===== src/rtl/cap_pkg.sv =====
// Shared definitions for the address-coded command packer.
// Assumes a 32-bit token with an 8-bit opcode above a 24-bit operand.
package cap_pkg;
    localparam int WORD_W = 32;
    localparam int OP_W   = 8;
    localparam int OP_LSB = 2;
    localparam int ARG_W  = WORD_W - OP_W;

    typedef enum logic {ST_FILL, ST_DRAIN} stage_st_e;

    // Build a token from opcode and operand bits.
    function automatic logic [WORD_W-1:0] make_token(
        input logic [OP_W-1:0]  op,
        input logic [ARG_W-1:0] arg
    );
        return {op, arg};
    endfunction
endpackage


===== src/rtl/cap_decode.sv =====
// Window decoder: flags writes inside the command window and builds the token.
// Assumes byte addresses, with the opcode directly above the 2-bit word offset.
module cap_decode
    import cap_pkg::*;
#(
    parameter int AW        = 16,
    parameter int WIN_LSB   = OP_LSB + OP_W,
    parameter logic [AW-WIN_LSB-1:0] WIN_BASE = '1
) (
    input  logic              wr_fire,
    input  logic [AW-1:0]     addr,
    input  logic [WORD_W-1:0] data,
    output logic              tok_we,
    output logic [WORD_W-1:0] tok
);
    logic unused_bits;

    // Window hit and token packing.
    always_comb begin
        tok_we      = wr_fire && (addr[AW-1:WIN_LSB] == WIN_BASE);
        tok         = make_token(addr[OP_LSB +: OP_W], data[ARG_W-1:0]);
        unused_bits = ^{addr[OP_LSB-1:0], data[WORD_W-1:ARG_W]};
    end
endmodule


===== src/rtl/cap_stage.sv =====
// Staging line: collects tokens and sends the line as one burst when it is
// full or when a flush arrives. Assumes the downstream side never stalls.
module cap_stage
    import cap_pkg::*;
#(
    parameter int LINE_WORDS = 32,
    localparam int IDX_W     = $clog2(LINE_WORDS),
    localparam int CNT_W     = IDX_W + 1
) (
    input  logic              clk,
    input  logic              rst_n,
    input  logic              tok_we,
    input  logic [WORD_W-1:0] tok,
    input  logic              flush_req,
    output logic              filling,
    output logic              out_valid,
    output logic [WORD_W-1:0] out_data,
    output logic              out_last
);
    stage_st_e         st;
    logic [WORD_W-1:0] line_mem [LINE_WORDS];
    logic [CNT_W-1:0]  fill_cnt;
    logic [CNT_W-1:0]  fill_next;
    logic [CNT_W-1:0]  burst_len;
    logic [IDX_W-1:0]  rd_idx;
    logic              store;
    logic              go_burst;

    // Next fill count and the burst trigger.
    always_comb begin
        store     = tok_we && (st == ST_FILL);
        fill_next = fill_cnt + CNT_W'(store);
        go_burst  = (st == ST_FILL) &&
                    ((fill_next == CNT_W'(LINE_WORDS)) ||
                     (flush_req && (fill_next != '0)));
    end

    // Token storage; needs no reset because it is written before it is read.
    always_ff @(posedge clk) begin
        if (store) line_mem[fill_cnt[IDX_W-1:0]] <= tok;
    end

    // Fill and drain sequencing.
    always_ff @(posedge clk) begin
        if (!rst_n) begin
            st        <= ST_FILL;
            fill_cnt  <= '0;
            burst_len <= '0;
            rd_idx    <= '0;
        end else begin
            case (st)
                ST_FILL: begin
                    if (go_burst) begin
                        st        <= ST_DRAIN;
                        burst_len <= fill_next;
                        rd_idx    <= '0;
                        fill_cnt  <= '0;
                    end else begin
                        fill_cnt  <= fill_next;
                    end
                end
                default: begin
                    rd_idx <= rd_idx + 1'b1;
                    if (out_last) st <= ST_FILL;
                end
            endcase
        end
    end

    // Output word selection.
    always_comb begin
        filling   = (st == ST_FILL);
        out_valid = (st == ST_DRAIN);
        out_data  = line_mem[rd_idx];
        out_last  = out_valid && (CNT_W'(rd_idx) == burst_len - 1'b1);
    end
endmodule


===== src/rtl/cap_mark.sv =====
// Watermark interrupt: sets at the high mark, holds until the low mark.
// Assumes lo_th is below hi_th.
module cap_mark #(
    parameter int OCC_W = 10
) (
    input  logic             clk,
    input  logic             rst_n,
    input  logic [OCC_W-1:0] level,
    input  logic [OCC_W-1:0] hi_th,
    input  logic [OCC_W-1:0] lo_th,
    output logic             irq
);
    // Set/clear with hysteresis.
    always_ff @(posedge clk) begin
        if (!rst_n)                    irq <= 1'b0;
        else if (!irq && level >= hi_th) irq <= 1'b1;
        else if (irq && level <= lo_th)  irq <= 1'b0;
    end
endmodule


===== src/rtl/cmd_addr_packer.sv =====
// Top: host command window to line-burst token stream, with watermark interrupt.
// Assumes the downstream FIFO accepts every burst word.
module cmd_addr_packer
    import cap_pkg::*;
#(
    parameter int AW         = 16,
    parameter int LINE_WORDS = 32,
    parameter int OCC_W      = 10,
    localparam int WIN_LSB   = OP_LSB + OP_W,
    parameter logic [AW-WIN_LSB-1:0] WIN_BASE = 6'b101010
) (
    input  logic              clk,
    input  logic              rst_n,
    input  logic              host_valid,
    input  logic [AW-1:0]     host_addr,
    input  logic [WORD_W-1:0] host_data,
    output logic              host_ready,
    input  logic              flush_req,
    input  logic [OCC_W-1:0]  fifo_level,
    input  logic [OCC_W-1:0]  hi_mark,
    input  logic [OCC_W-1:0]  lo_mark,
    output logic              out_valid,
    output logic [WORD_W-1:0] out_data,
    output logic              out_last,
    output logic              irq
);
    logic              tok_we;
    logic [WORD_W-1:0] tok;
    logic              filling;

    // The host port is open only while the line fills.
    always_comb host_ready = filling;

    cap_decode #(.AW(AW), .WIN_LSB(WIN_LSB), .WIN_BASE(WIN_BASE)) u_dec (
        .wr_fire (host_valid && host_ready),
        .addr    (host_addr),
        .data    (host_data),
        .tok_we  (tok_we),
        .tok     (tok)
    );

    cap_stage #(.LINE_WORDS(LINE_WORDS)) u_stage (
        .clk       (clk),
        .rst_n     (rst_n),
        .tok_we    (tok_we),
        .tok       (tok),
        .flush_req (flush_req),
        .filling   (filling),
        .out_valid (out_valid),
        .out_data  (out_data),
        .out_last  (out_last)
    );

    cap_mark #(.OCC_W(OCC_W)) u_mark (
        .clk   (clk),
        .rst_n (rst_n),
        .level (fifo_level),
        .hi_th (hi_mark),
        .lo_th (lo_mark),
        .irq   (irq)
    );
endmodule


===== config.mk =====
export PLATFORM = sky130hd
export DESIGN_NAME = cmd_addr_packer
export DESIGN_NICKNAME = d
export VERILOG_FILES = /design/src/rtl/cap_pkg.sv /design/src/rtl/cap_decode.sv /design/src/rtl/cap_stage.sv /design/src/rtl/cap_mark.sv /design/src/rtl/cmd_addr_packer.sv
export SDC_FILE = /design/constraint.sdc
export NUM_CORES = 1
export LEC_CHECK = 0
export CAP_MARGIN = 5
export CORE_MARGIN = 2
export CORE_UTILIZATION = 60
export CTS_CLUSTER_DIAMETER = 100
export DETAILED_ROUTE_END_ITERATION = 10
export GPL_ROUTABILITY_DRIVEN = 0
export PLACE_DENSITY = 0.82
export SLEW_MARGIN = 10
export SYNTH_ARGS = -nofsm -noshare
export SYNTH_HDL_FRONTEND = slang
export SYNTH_HIERARCHICAL = 1
export SYNTH_SLANG_ARGS = --single-unit

===== constraint.sdc =====
create_clock -name clk -period 5.22 [get_ports clk]
set_input_delay 1.044 -clock clk [delete_from_list [all_inputs] [get_ports clk]]
set_output_delay 1.044 -clock clk [all_outputs]
set_load 0.05 [all_outputs]

==> results.py <==
metrics = {
    "die": {
        "rows": 95,
        "die_y_um": 265.2,
        "initial_core_util_pct": 60.72,
        "io_pins": 118,
        "die_x_um": 265.2,
        "core-area_um2": 67400,
        "dieArea_um2": 70310,
    },
    "yosys": {
        "synth-adder-area-share_pct": 0.7338,
        "synth-warning-count": 6,
        "synthesis.area_um2": 40920,
        "synthMuxAreaShare_pct": 18.49,
        "netlist.area_leader.share_pct": 75.14,
        "synth_area_leaders": "edfxtp_1 75%, mux4_2 18%, dfxtp_1 1.2%, buf_4 0.94%, mux2_2 0.88%",
        "synth_top_family_by_area": "multiplexers",
        "synth_edf_count": 1024,
        "async_reset_ff_share_pct": 0,
        "synthCells": 1744,
        "ys_seq_elements": 1048,
        "synth_xor_area_share_pct": 0.2782,
        "synth_cell_types": 49,
        "syn_area_per_cell_um2": 23.47,
        "synthSimpleGateAreaFrac_pct": 1.348,
        "yosys.area.top_type": "edfxtp_1",
        "ys_seq_area_share_pct": 76.31,
        "synth_compound_area_share_pct": 0.8897,
        "synthFlopType": "edfxtp_1",
        "synth_nets": 1850,
    },
    "sta": {
        "hold_violations": 0,
        "min_period_ns": 4.966,
        "clock.fmax_mhz": 201.4,
        "finalSetupViolations": 0,
        "whs_ns": 0.5109,
        "max_slew_margin_pct": 22.36,
        "setup_tns_ns": 0,
        "tightestPinTransition_ns": 1.161,
        "maxSlewViolCount": 0,
        "rsz0062_at_grt": "false",
        "fin_skew_ns": 0.01704,
        "period_share_pct": 95.13,
    },
    "detailed_routing": {
        "wirelength_um": 97420,
        "ant_nets": 0,
        "vias": 19560,
        "drt-pass1-iter-count": 5,
        "viasPerCell": 6.860,
        "route.detailed.drc": 0,
        "drt-initial-drc-count": 2514,
        "wl_per_cell_um": 34.17,
    },
    "clocking": {
        "cts_tree": "built",
        "clock_sinks": 1048,
        "post_cts_buffers": 0,
        "cts_made_buffers": 98,
        "cts.clk_slew.worst_paths_ns": 0.06,
        "htreeDepth": 3,
        "cts_root_buf": "clkbuf_16",
        "clockBufferDepth": 3,
        "insertion_delay_ns": 0.67,
        "ctsHoldBuffers": 0,
        "ctsResizeCount": 0,
    },
    "worst_hold_path": {
        "hp-class": "flip-flop to flip-flop",
        "holdPathStages": 2,
        "holdPathEnd": "u_stage/fill_cnt[5]",
        "min-delay-start": "u_stage/fill_cnt[5]",
    },
    "grt": {
        "grt_antenna_before_repair": 4,
        "grtUsageMet1_pct": 37.99,
        "use_met3_pct": 4.962,
        "met2_usage_pct": 48.47,
        "grt_pass1_vias": 20590,
        "grt_max_degree": 84,
        "grt_most_used_layer": "met2",
        "gr-total-overflow": 0,
        "grt_usage_pct": 28.76,
        "grt_pass1_wl_um": 142500,
    },
    "power_and_ir_drop": {
        "vdd_drop_max_mv": 0.2931,
        "leakage_nw": 14.09,
        "power.density_nw_per_um2": 354.1,
    },
    "cells_and_area": {
        "layout_common_cells": "1024 x edfxtp_1, 320 x mux4_2, 107 x clkdlybuf4s50_1",
        "area_growth_syn_to_layout_pct": 14.32,
        "postLayoutCellArea_um2": 46780,
        "instances_no_fill": 2851,
        "drive_gt1_share_pct": 30.57,
        "fin_nets": 1999,
        "layout_commonest_cell": "edfxtp_1",
    },
    "placement": {
        "numPlacedInstances": 2666,
        "placed_area_um2": 43600,
        "portBuffers": 107,
        "dp_hpwl_um": 51190,
    },
    "critical_path": {
        "rr_startpoint": "u_stage/out_valid",
        "crit_fanout": 17,
        "critPathKind": "flip-flop to primary output",
        "reg2regPathDepth": 11,
        "required_ns": 4.18,
        "path_cells": "buf_12 > buf_4 > mux4_2 > mux4_2 > mux2_2 > clkdlybuf4s50_1",
        "path_common_cell": "mux4_2",
        "slowest_delay_ns": 0.73,
        "crit_path_start_kind": "flip-flop",
        "cp_slowest_cell": "clkdlybuf4s50_1",
        "cp.arrival_ns": 3.92,
        "r2r_end": "u_stage/burst_len[3]",
        "cp-end-kind": "primary output",
        "reg2reg_slack_ns": 1.16,
    },
    "status": {
        "status": "finished, final reports clean",
    },
    "flow_run": {
        "maxCapViolations": 0,
    },
}
## report_power, final
group          switching, mW  leakage, nW  internal (mW)  total, mW
sequential           0.00230         9.40           9.23       9.23
clock                   3.07         1.55           4.01       7.08
combinational          0.162         3.15         0.0913      0.253
total                   3.23         14.1           13.3       16.6
## per-layer routing
layer  wire [um]  part of all wire [%]
met1       33730                    35
met2       50270                    52
met3        9134                   9.4
met4        4265                   4.4
met5          24                 0.025
## registers in the layout, summed over array words and instances, names as in the netlist, named ones only
name               cells
u_mark/irq             1
u_stage/burst_len      6
u_stage/fill_cnt       6
u_stage/line_mem    1024
u_stage/out_valid      1
u_stage/rd_idx         5
## area by class of cell
| cell class | instances | area (um^2) |
|---|---|---|
| flip-flops and latches | 1048 | 31250 |
| fillers | 3760 | 20610 |
| multi-input cells | 550 | 9138 |
| clock buffers | 115 | 2516 |
| repair buffers | 169 | 2024 |
| well taps | 873 | 1092 |
| clock inverters | 68 | 664.4 |
| inverters | 26 | 97.59 |
| diodes | 2 | 5.005 |
## worst max path at each step
stage,to,slack [ns]
floorplan,u_stage/line_mem[28][0],0.50
global placement,u_stage/line_mem[20][21],0.88
detailed placement,u_stage/line_mem[20][25],0.79
CTS,out_data[14],0.18
global route,out_data[14],0.13
finish,out_data[30],0.25
## synthesized netlist by cell type (all sizes together), types with 3 or more instances
cell	number
mux2	32
o32ai	3
a21oi	20
o21ai	4
nor3	4
xor2	3
xnor2	10
ha	24
edfxtp	1024
o21a	3
nor2	42
a211oi	6
inv	26
nand3b	6
mux4	320
nand2b	3
nor3b	4
buf	79
nand4	7
dfxtp	24
nand4b	3
nand2	19
or3b	3
nand3	7
clkbuf	41
## kinds of logic after synthesis
kind of cell	after synthesis
adders and majority gates	24
xor gates and xnor gates	13
AOI/OAI and AO/OA	52
buffers and inverters	146
muxes	352
DFF	1048
and+or+nand+nor	109
## critical path: cells and delay by family, from the launching register on
family	cells	cell delay, ns
buffers and inverters	3	1.27
DFF	1	0.58
muxes	3	1.39
## through the flow
step	setup slack, ns	utilization, %	total power [mW]
finish	0.2544	69.42	16.57
global route	0.1281	69.42	16.95
CTS	0.1765	69.41	16.66
detailed placement	0.7893	64.69	9.664
global placement	0.8815	64.69	9.644
floorplan	0.5016	-	9.555
No activity file was read; power rests on OpenSTA's default activity.
